===== src/rtl/iof_pkg.sv =====
// Shared constants, types and helpers for the I/O bit-field unit.
// Assumes a byte-wide latch; field codes are log2 of that width.
package iof_pkg;
    parameter int unsigned IOF_W  = 8;
    localparam int unsigned IOF_PW = $clog2(IOF_W);

    typedef logic [IOF_W-1:0]  iof_byte_t;
    typedef logic [IOF_PW-1:0] iof_code_t;

    localparam int unsigned IOF_BANKS = 2;

    // Ones in the low 'code' bits; code 0 means the full width.
    function automatic iof_byte_t iof_ones(input iof_code_t code);
        iof_byte_t r;
        if (code == '0) r = '1;
        else            r = iof_byte_t'((1 << code) - 1);
        return r;
    endfunction
endpackage


===== src/rtl/field_extract.sv =====
// Combinational field extraction: rotates the source right so the field's
// LSB lands at bit 0, then masks to the coded length. Assumes position is
// counted from the MSB.
module field_extract
    import iof_pkg::*;
(
    input  iof_byte_t src,
    input  iof_code_t pos,
    input  iof_code_t len,
    output iof_byte_t field
);
    localparam iof_code_t TOP = iof_code_t'(IOF_W - 1);

    iof_code_t         rot;
    logic [2*IOF_W-1:0] dbl;

    // Rotate by doubling the byte and shifting; the low half is the rotation.
    always_comb begin
        rot   = TOP - pos;
        dbl   = {src, src} >> rot;
        field = dbl[IOF_W-1:0] & iof_ones(len);
    end
endmodule


===== src/rtl/field_merge.sv =====
// Combinational read-modify-write merge: shifts value and length mask left
// to the field position and keeps all other bits of the old byte.
// Bits pushed past the MSB are discarded.
module field_merge
    import iof_pkg::*;
(
    input  iof_byte_t old_q,
    input  iof_byte_t value,
    input  iof_code_t pos,
    input  iof_code_t len,
    output iof_byte_t mask,
    output iof_byte_t merged
);
    localparam iof_code_t TOP = iof_code_t'(IOF_W - 1);

    iof_code_t sh;

    // Place mask and value, then splice into the old byte.
    always_comb begin
        sh     = TOP - pos;
        mask   = iof_ones(len) << sh;
        merged = (old_q & ~mask) | ((value << sh) & mask);
    end
endmodule


===== src/rtl/bank_latch.sv =====
// One output vector latch with its port write strobe. The strobe is high
// for the cycle after every write. Assumes synchronous active-low reset.
module bank_latch
    import iof_pkg::*;
(
    input  logic      clk,
    input  logic      rst_n,
    input  logic      wr_en,
    input  iof_byte_t wr_data,
    output iof_byte_t q,
    output logic      strobe
);
    // Latch register and strobe register.
    always_ff @(posedge clk) begin
        if (!rst_n) begin
            q      <= '0;
            strobe <= 1'b0;
        end else begin
            if (wr_en) q <= wr_data;
            strobe <= wr_en;
        end
    end

    assert_strobe_on_write_R7: assert property (@(posedge clk) disable iff (!rst_n)
        wr_en |=> strobe);
    assert_strobe_quiet_R7: assert property (@(posedge clk) disable iff (!rst_n)
        !wr_en |=> !strobe);
    assert_hold_without_write_R6: assert property (@(posedge clk) disable iff (!rst_n)
        !wr_en |=> $stable(q));
endmodule


===== src/rtl/iofield_unit.sv =====
// Dual-bank I/O bit-field access unit. Extracts a right-aligned field from
// either bank (registered) and merges fields into either bank. An extract
// at the same edge as a merge sees the pre-merge latch value.
module iofield_unit
    import iof_pkg::*;
(
    input  logic       clk,
    input  logic       rst_n,
    input  logic       xt_en,
    input  logic       xt_bank,
    input  logic [2:0] xt_pos,
    input  logic [2:0] xt_len,
    input  logic       mg_en,
    input  logic       mg_bank,
    input  logic [2:0] mg_pos,
    input  logic [2:0] mg_len,
    input  logic [7:0] mg_val,
    output logic [7:0] field_out,
    output logic [7:0] left_q,
    output logic [7:0] right_q,
    output logic       left_wr,
    output logic       right_wr
);
    iof_byte_t bank_q  [IOF_BANKS];
    logic      bank_wr [IOF_BANKS];
    iof_byte_t xt_src, xt_field, mg_old, mg_mask, mg_new;

    // Select source bytes for the two datapaths.
    always_comb begin
        xt_src = bank_q[xt_bank];
        mg_old = bank_q[mg_bank];
    end

    field_extract u_ext (
        .src(xt_src), .pos(xt_pos), .len(xt_len), .field(xt_field)
    );

    field_merge u_mrg (
        .old_q(mg_old), .value(mg_val), .pos(mg_pos), .len(mg_len),
        .mask(mg_mask), .merged(mg_new)
    );

    generate
        for (genvar g = 0; g < IOF_BANKS; g++) begin : g_bank
            bank_latch u_bank (
                .clk(clk), .rst_n(rst_n),
                .wr_en(mg_en && (mg_bank == 1'(g))),
                .wr_data(mg_new),
                .q(bank_q[g]), .strobe(bank_wr[g])
            );
        end
    endgenerate

    // Extract result register; holds between requests.
    always_ff @(posedge clk) begin
        if (!rst_n)     field_out <= '0;
        else if (xt_en) field_out <= xt_field;
    end

    assign left_q   = bank_q[0];
    assign right_q  = bank_q[1];
    assign left_wr  = bank_wr[0];
    assign right_wr = bank_wr[1];

    assert_reset_clear_R1: assert property (@(posedge clk)
        !rst_n |=> (left_q == 8'h00 && right_q == 8'h00 && !left_wr && !right_wr
                    && field_out == 8'h00));
    assert_field_width_R2: assert property (@(posedge clk) disable iff (!rst_n)
        xt_en |=> ((field_out & ~iof_ones($past(xt_len))) == 8'h00));
    assert_hold_output_R4: assert property (@(posedge clk) disable iff (!rst_n)
        !xt_en |=> $stable(field_out));
    assert_keep_outside_left_R5: assert property (@(posedge clk) disable iff (!rst_n)
        (mg_en && !mg_bank) |=> (((left_q ^ $past(left_q)) & ~$past(mg_mask)) == 8'h00));
    assert_keep_outside_right_R5: assert property (@(posedge clk) disable iff (!rst_n)
        (mg_en && mg_bank) |=> (((right_q ^ $past(right_q)) & ~$past(mg_mask)) == 8'h00));
    assert_other_bank_R6: assert property (@(posedge clk) disable iff (!rst_n)
        (mg_en && !mg_bank) |=> $stable(right_q));
    assert_single_strobe_R7: assert property (@(posedge clk) disable iff (!rst_n)
        $countones({left_wr, right_wr}) <= 1);
endmodule


===== config.mk =====
export PLATFORM = sky130hd
export DESIGN_NAME = iofield_unit
export DESIGN_NICKNAME = d
export VERILOG_FILES = /design/src/rtl/iof_pkg.sv /design/src/rtl/field_extract.sv /design/src/rtl/field_merge.sv /design/src/rtl/bank_latch.sv /design/src/rtl/iofield_unit.sv
export SDC_FILE = /design/constraint.sdc
export NUM_CORES = 1
export LEC_CHECK = 0
export ABC_AREA = 1
export ABC_CLOCK_PERIOD_IN_PS = 4600
export CAP_MARGIN = 20
export CORE_ASPECT_RATIO = 1.1
export CORE_MARGIN = 2
export CORE_UTILIZATION = 50
export CTS_BUF_LIST = sky130_fd_sc_hd__clkbuf_8
export CTS_CLUSTER_DIAMETER = 120
export DETAILED_ROUTE_END_ITERATION = 10
export PLACE_DENSITY = 0.83
export SETUP_SLACK_MARGIN = 0.05
export SYNTH_ARGS = -nofsm -noshare
export SYNTH_HDL_FRONTEND = slang
export SYNTH_HIERARCHICAL = 1
export SYNTH_SLANG_ARGS = --single-unit

===== constraint.sdc =====
create_clock -name clk -period 4.6 [get_ports clk]
set_input_delay 1.38 -clock clk [delete_from_list [all_inputs] [get_ports clk]]
set_output_delay 1.38 -clock clk [all_outputs]
set_load 0.1 [all_outputs]

After elaboration in Yosys (flattened, before gate mapping) --
Cells that the tools add are included.
Storage, ports and cells: memories 0, output and inout bits 26, bits in writable memories 0, bits in latches 0, ROM bits 0, input bits 26, flip-flop bits (word level) 26, word-level logic and storage cells 36
Cells by class: add/sub/neg operators 4, bitwise operators 8, $lt $le $gt $ge 2, muxes and demuxes 8, reduce and logical (&&, ||, !) cells 4, $mul 0, equal/unequal tests 0, shifts and indexed selects 5, divide/modulo/power cells 0
Operator list (count):
- $mux W8 | 8
- $and A8 B8 Y8 | 3
- $shl A1 B3 Y8 const A | 2
- $shl A8 B3 Y8 | 2
- $shr A16 B3 Y8 | 1
- $sub A8 B2 Y8 const B | 2
- $not A8 Y8 | 1
- $or A8 B8 Y8 | 1
- $logic_not A3 Y1 | 2
- $sub A3 B3 Y3 const A | 2
- $ge A2 B2 Y1 const B | 2
- $not A1 Y2 | 2
- $logic_and A1 B1 Y1 | 2
- $not A1 Y1 | 1

Longest topological paths before layout --
depth in word-level cells 7, gate-level depth with buffers 13, mapped depth without buffers 13

Modules after synthesis --
The synthesis kept the hierarchy.
Modules (own cells, without submodules):
- bank_latch | instances 2, area each 375.4 um2, sequential area each 180.2 um2, cells each 54
- field_merge | instances 1, area each 580.6 um2, sequential area each 0.0 um2, cells each 124
- iofield_unit | instances 1, area each 565.5 um2, sequential area each 160.2 um2, cells each 98
- field_extract | instances 1, area each 411.6 um2, sequential area each 0.0 um2, cells each 94

Worst setup path after synthesis --
OpenSTA, ideal clock, no wires.
path kind input to register, start point input port xt_bank, end point register field_out[4], path buffers 1, data required time 4.535 ns, path slack 2.200 ns, stages 12, arrival time 2.335 ns, library setup time 0.065 ns, path through buf_4 o21ai_0 nand2_1 nand3_1 nand2_1 nand2_1 nand2_1 nor2_1 inv_1 nand2_1 nand2_1 nor2_1
On the way: longest elaborated chain between the ends 6
RTL lines:
- from (decl) | RTL line iofield_unit.sv:10 | input logic xt_bank,
- $not A1 Y2 (not written as such) | RTL line iofield_unit.sv:30 | xt_src = bank_q[xt_bank];
- $mux W8 (not written as such) (3 in a row) | RTL line iofield_unit.sv:30
- net xt_src[6] | RTL line iofield_unit.sv:26 | iof_byte_t xt_src, xt_field, mg_old, mg_mask, mg_new;
- $shr A16 B3 Y8 | RTL line field_extract.sv:20 | dbl = {src, src} >> rot;
- $and A8 B8 Y8 | RTL line field_extract.sv:21 | field = dbl[IOF_W-1:0] & iof_ones(len);
- net xt_field[4] | RTL line iofield_unit.sv:26
- to (signal assigned) | RTL line iofield_unit.sv:57 | else if (xt_en) field_out <= xt_field;
- to (decl) | RTL line iofield_unit.sv:18 | output logic [7:0] field_out,
The timed path passes the listed nets, and every way through them passes these cells. The select of a mux whose other input is x is not followed. A chain may end at the register's enable or synchronous reset.

Worst setup path after layout --
start point register g_bank[1].u_bank.q[1], end point output port right_q[1]
RTL lines:
- from (decl) | RTL line bank_latch.sv:10 | output iof_byte_t q,
- from (signal assigned) | RTL line bank_latch.sv:19 | if (wr_en) q <= wr_data;
- to (decl) | RTL line iofield_unit.sv:20 | output logic [7:0] right_q,
No word-level cell between the ends.

==> results.md <==
Clock network:
- Clock-pin slew was measured on the worst setup and hold paths at 90 ps.
- The total number of clock tree sinks is 26.
- In this run, post-CTS hold repair placed 0 buffers.
- The number of gates resized after cts is 0.
- The clock latency reported for the late side of the worst-skew pair is 270 ps.
- The clock tree from TritonCTS is built.
- The CTS root buffer is sky130_fd_sc_hd__clkbuf_8.
- Counting the buffers created by CTS gives 3.
- In this run the number of H-tree levels came out at 1.
- The longest clock path from root to sink contains 2 buffers.
- The number of setup buffers added after CTS is 0.

Die:
- The number of core rows is 25.
- The number of placed I/O pins is 52.
- From left edge to right edge, the die measures 68.7 um.
- The starting utilization of the core area is 52.6%.
- The die covers 5170 um^2.
- The die span in y is 75.2 um.
- The core outline area is 4380 um^2.

Critical path:
- For this design, the slowest cell found on the critical path is sky130_fd_sc_hd__clkdlybuf4s50_1.
- The launching element of the worst setup path is g_bank[1].u_bank/q[1].
- The worst setup path is of the reg -> out kind.
- The required time of the worst setup path is 3220 ps.
- In this design, the stage delay of the slowest critical-path cell is 1160 ps.
- The number of buffers and inverters on the critical path is 1.
- In this run the worst path has a maximum fanout of 4.
- The data arrival time of the critical path is 1860 ps.
- The endpoint kind of the worst setup timing path is an output port.
- The critical register-to-register path startpoint is g_bank[0].u_bank/q[7].
- STA classifies the critical path startpoint as a flip-flop.
- In this design, the largest share of critical-path delay is due to buffers and inverters.
- The signal on the critical path passes through clkdlybuf4s50_1.

Synth:
- The post-synthesis instance area is 2300 um^2.
- The gate count after technology mapping is 423.
- The mean instance size in the synthesized netlist is 5.45 um^2.
- The number of nets handed over by synthesis was 449.
- The Yosys step of the flow raised 6 warnings.

Final layout:
- The filler cells instantiated in the layout total 410.
- The final design area excluding fillers is 2780 um^2.
- The number of antenna diodes in the final layout is 0.
- Cells with a size suffix above 1 make up 6.77% of the layout.
- The area occupied by registers is 520 um^2.
- The multi-input logic area is 1400 um^2.
- The layout overhead on the synthesized area is 20.4%.
- The final layout net count is 485.

Drt:
- The first routing iteration left 176 violations.
- The mean routed wirelength per cell is 10.7 um.
- The routed layout has 2546 vias.
- The post-detailed-route count of antenna-violating nets is 0.
- Summed over all layers, the routed wires come to 5.48 mm.
- In the routed layout, each cell is associated on average with a via count of 4.97.
- For this run, the detailed router's first-pass iteration total came to 5.
- The DRC violation count after routing is 0.

Power and ir drop:
- The analysis attributes to cell leakage a power of 1.35 nW.
- Internal power comes to 449 uW.
- The sequential group share of total power is 33.2%.
- The power share of the clock group is 25.1%.
- The worst ir drop on vdd is 180 uV.
- For this design the ratio of total power to cell area is 273 nW/um^2.
- Combinational logic burns 41.6% of the power.
- In this run the power spent charging and discharging nets is 310 uW.
- Of the total power, the share spent switching nets is 40.8%.

Global route:
- Global routing finished with a remaining overflow of 0.
- For this run, the total global-route usage over all layers was measured as 22.0%.
- The largest net degree at the start of global routing is 27.
- The initial antenna violation count is 0.
- The first global-routing pass estimated 8.94 mm of wire.
- The number of global-route vias before repair was 2190.

Worst hold path:
- The worst hold path startpoint is field_out[2].
- In this run the worst hold path is classified as reg -> reg.

Outcome:
- The run finished with clean final reports.

Placed design:
- The worst slack at placement is 1250 ps.
- The final weighted congestion in routability-driven placement is 0.872.
- The HPWL after detailed placement is 4.31 mm.
- The placed instances occupy a cell area of 2700 um^2.
- Port buffering added 51 buffers.

STA:
- The final count of pins violating max slew came to 0.
- The clock arrives with 2.57 ps of skew.
- Setup repair after global routing left no endpoint under its margin.
- For the pin with the worst max-slew slack, the measured transition is 985 ps.
- The time the worst path needs with I/O delays and setup is 3240 ps.
- Setup total negative slack on the finished layout was measured at 0 ps.
- The worst pin sits at a relative slew slack of 34.1%.
- The maximum achievable frequency is 309 MHz.
- The part of the cycle the worst path needs is 70.4%.
- The worst path meets setup with 1360 ps of slack.
- The final hold violation count is 0.
- Setup violations remaining at the end of the flow were counted as 0.

Run:
- The number of max-cap violations is 0.
## metal layers
layer / GRT usage [%] / part of all wire [%] / vias to the layer above
li1: - / - / 1363
met1: 28.0 / 45 / 1094
met2: 37.8 / 47 / 73
met3: 2.39 / 5.6 / 16
met4: 8.71 / 2.4 / 0
met5: 0 / 0 / -
## cells in the final DEF, fill, tap and decap left out
cell type and instances:
sky130_fd_sc_hd__a21oi_1 5, sky130_fd_sc_hd__and2_1 1, sky130_fd_sc_hd__buf_4 1, sky130_fd_sc_hd__bufinv_16 1, sky130_fd_sc_hd__clkbuf_8 3, sky130_fd_sc_hd__clkdlybuf4s50_1 51
sky130_fd_sc_hd__dfxtp_1 26, sky130_fd_sc_hd__inv_1 46, sky130_fd_sc_hd__inv_2 4, sky130_fd_sc_hd__inv_8 1, sky130_fd_sc_hd__mux2_2 1, sky130_fd_sc_hd__nand2_1 161
sky130_fd_sc_hd__nand2_2 11, sky130_fd_sc_hd__nand3_1 38, sky130_fd_sc_hd__nand3_2 1, sky130_fd_sc_hd__nand4_1 4, sky130_fd_sc_hd__nor2_1 63, sky130_fd_sc_hd__nor2_2 7
sky130_fd_sc_hd__nor3_1 1, sky130_fd_sc_hd__nor3_2 1, sky130_fd_sc_hd__o211ai_1 3, sky130_fd_sc_hd__o21ai_0 27, sky130_fd_sc_hd__o21ai_1 1
## tightest hold or removal path, cell delays in order, from the launching register on
cell and delay [ps]:
sky130_fd_sc_hd__dfxtp_1 320, sky130_fd_sc_hd__nor2_1 80, sky130_fd_sc_hd__nor2_1 50
## final cells by class
class | count | share of cell area [%]
clock inverter | 1 | 1.08
inverter | 51 | 7.17
sequential | 26 | 18.8
clock buffer | 3 | 1.49
multi-input combinational | 325 | 50.4
tap | 54 | 2.43
timing repair buffer | 52 | 18.7
## registers in the layout, summed over array words and instances, names as in the netlist
| signal | flops |
|---|---|
| field_out | 8 |
| g_bank.u_bank/strobe | 2 |
| g_bank.u_bank/q | 16 |
## path summary, 6_finish.rpt
path / slack, ps / depth (start not counted) / to
setup reg to reg: 2970 / 12 / field_out[3]
hold / removal: 480 / 2 / field_out[2]
setup / recovery: 1360 / 1 / right_q[1]
hold reg to reg: 480 / 2 / field_out[2]
## power by group through the flow
stage | clock, mW | combinational [mW] | sequential (mW)
6_report | 0.191 | 0.316 | 0.252
3_3_place_gp | 0 | 0.312 | 0.257
2_1_floorplan | 0 | 0.143 | 0.360
4_1_cts | 0.194 | 0.316 | 0.252
5_1_grt | 0.204 | 0.345 | 0.254
3_5_place_dp | 0 | 0.315 | 0.257
## through the flow
stage	hold slack [ps]	util (%)	power (mW)	cells
floorplan	909	-	0.503	423
global placement	459	61.7	0.569	508
detailed placement	468	61.7	0.572	508
CTS	481	63.4	0.762	512
global route	513	63.4	0.803	512
finish	480	63.4	0.759	512
Note: power is estimated with default switching activity, not from simulation.
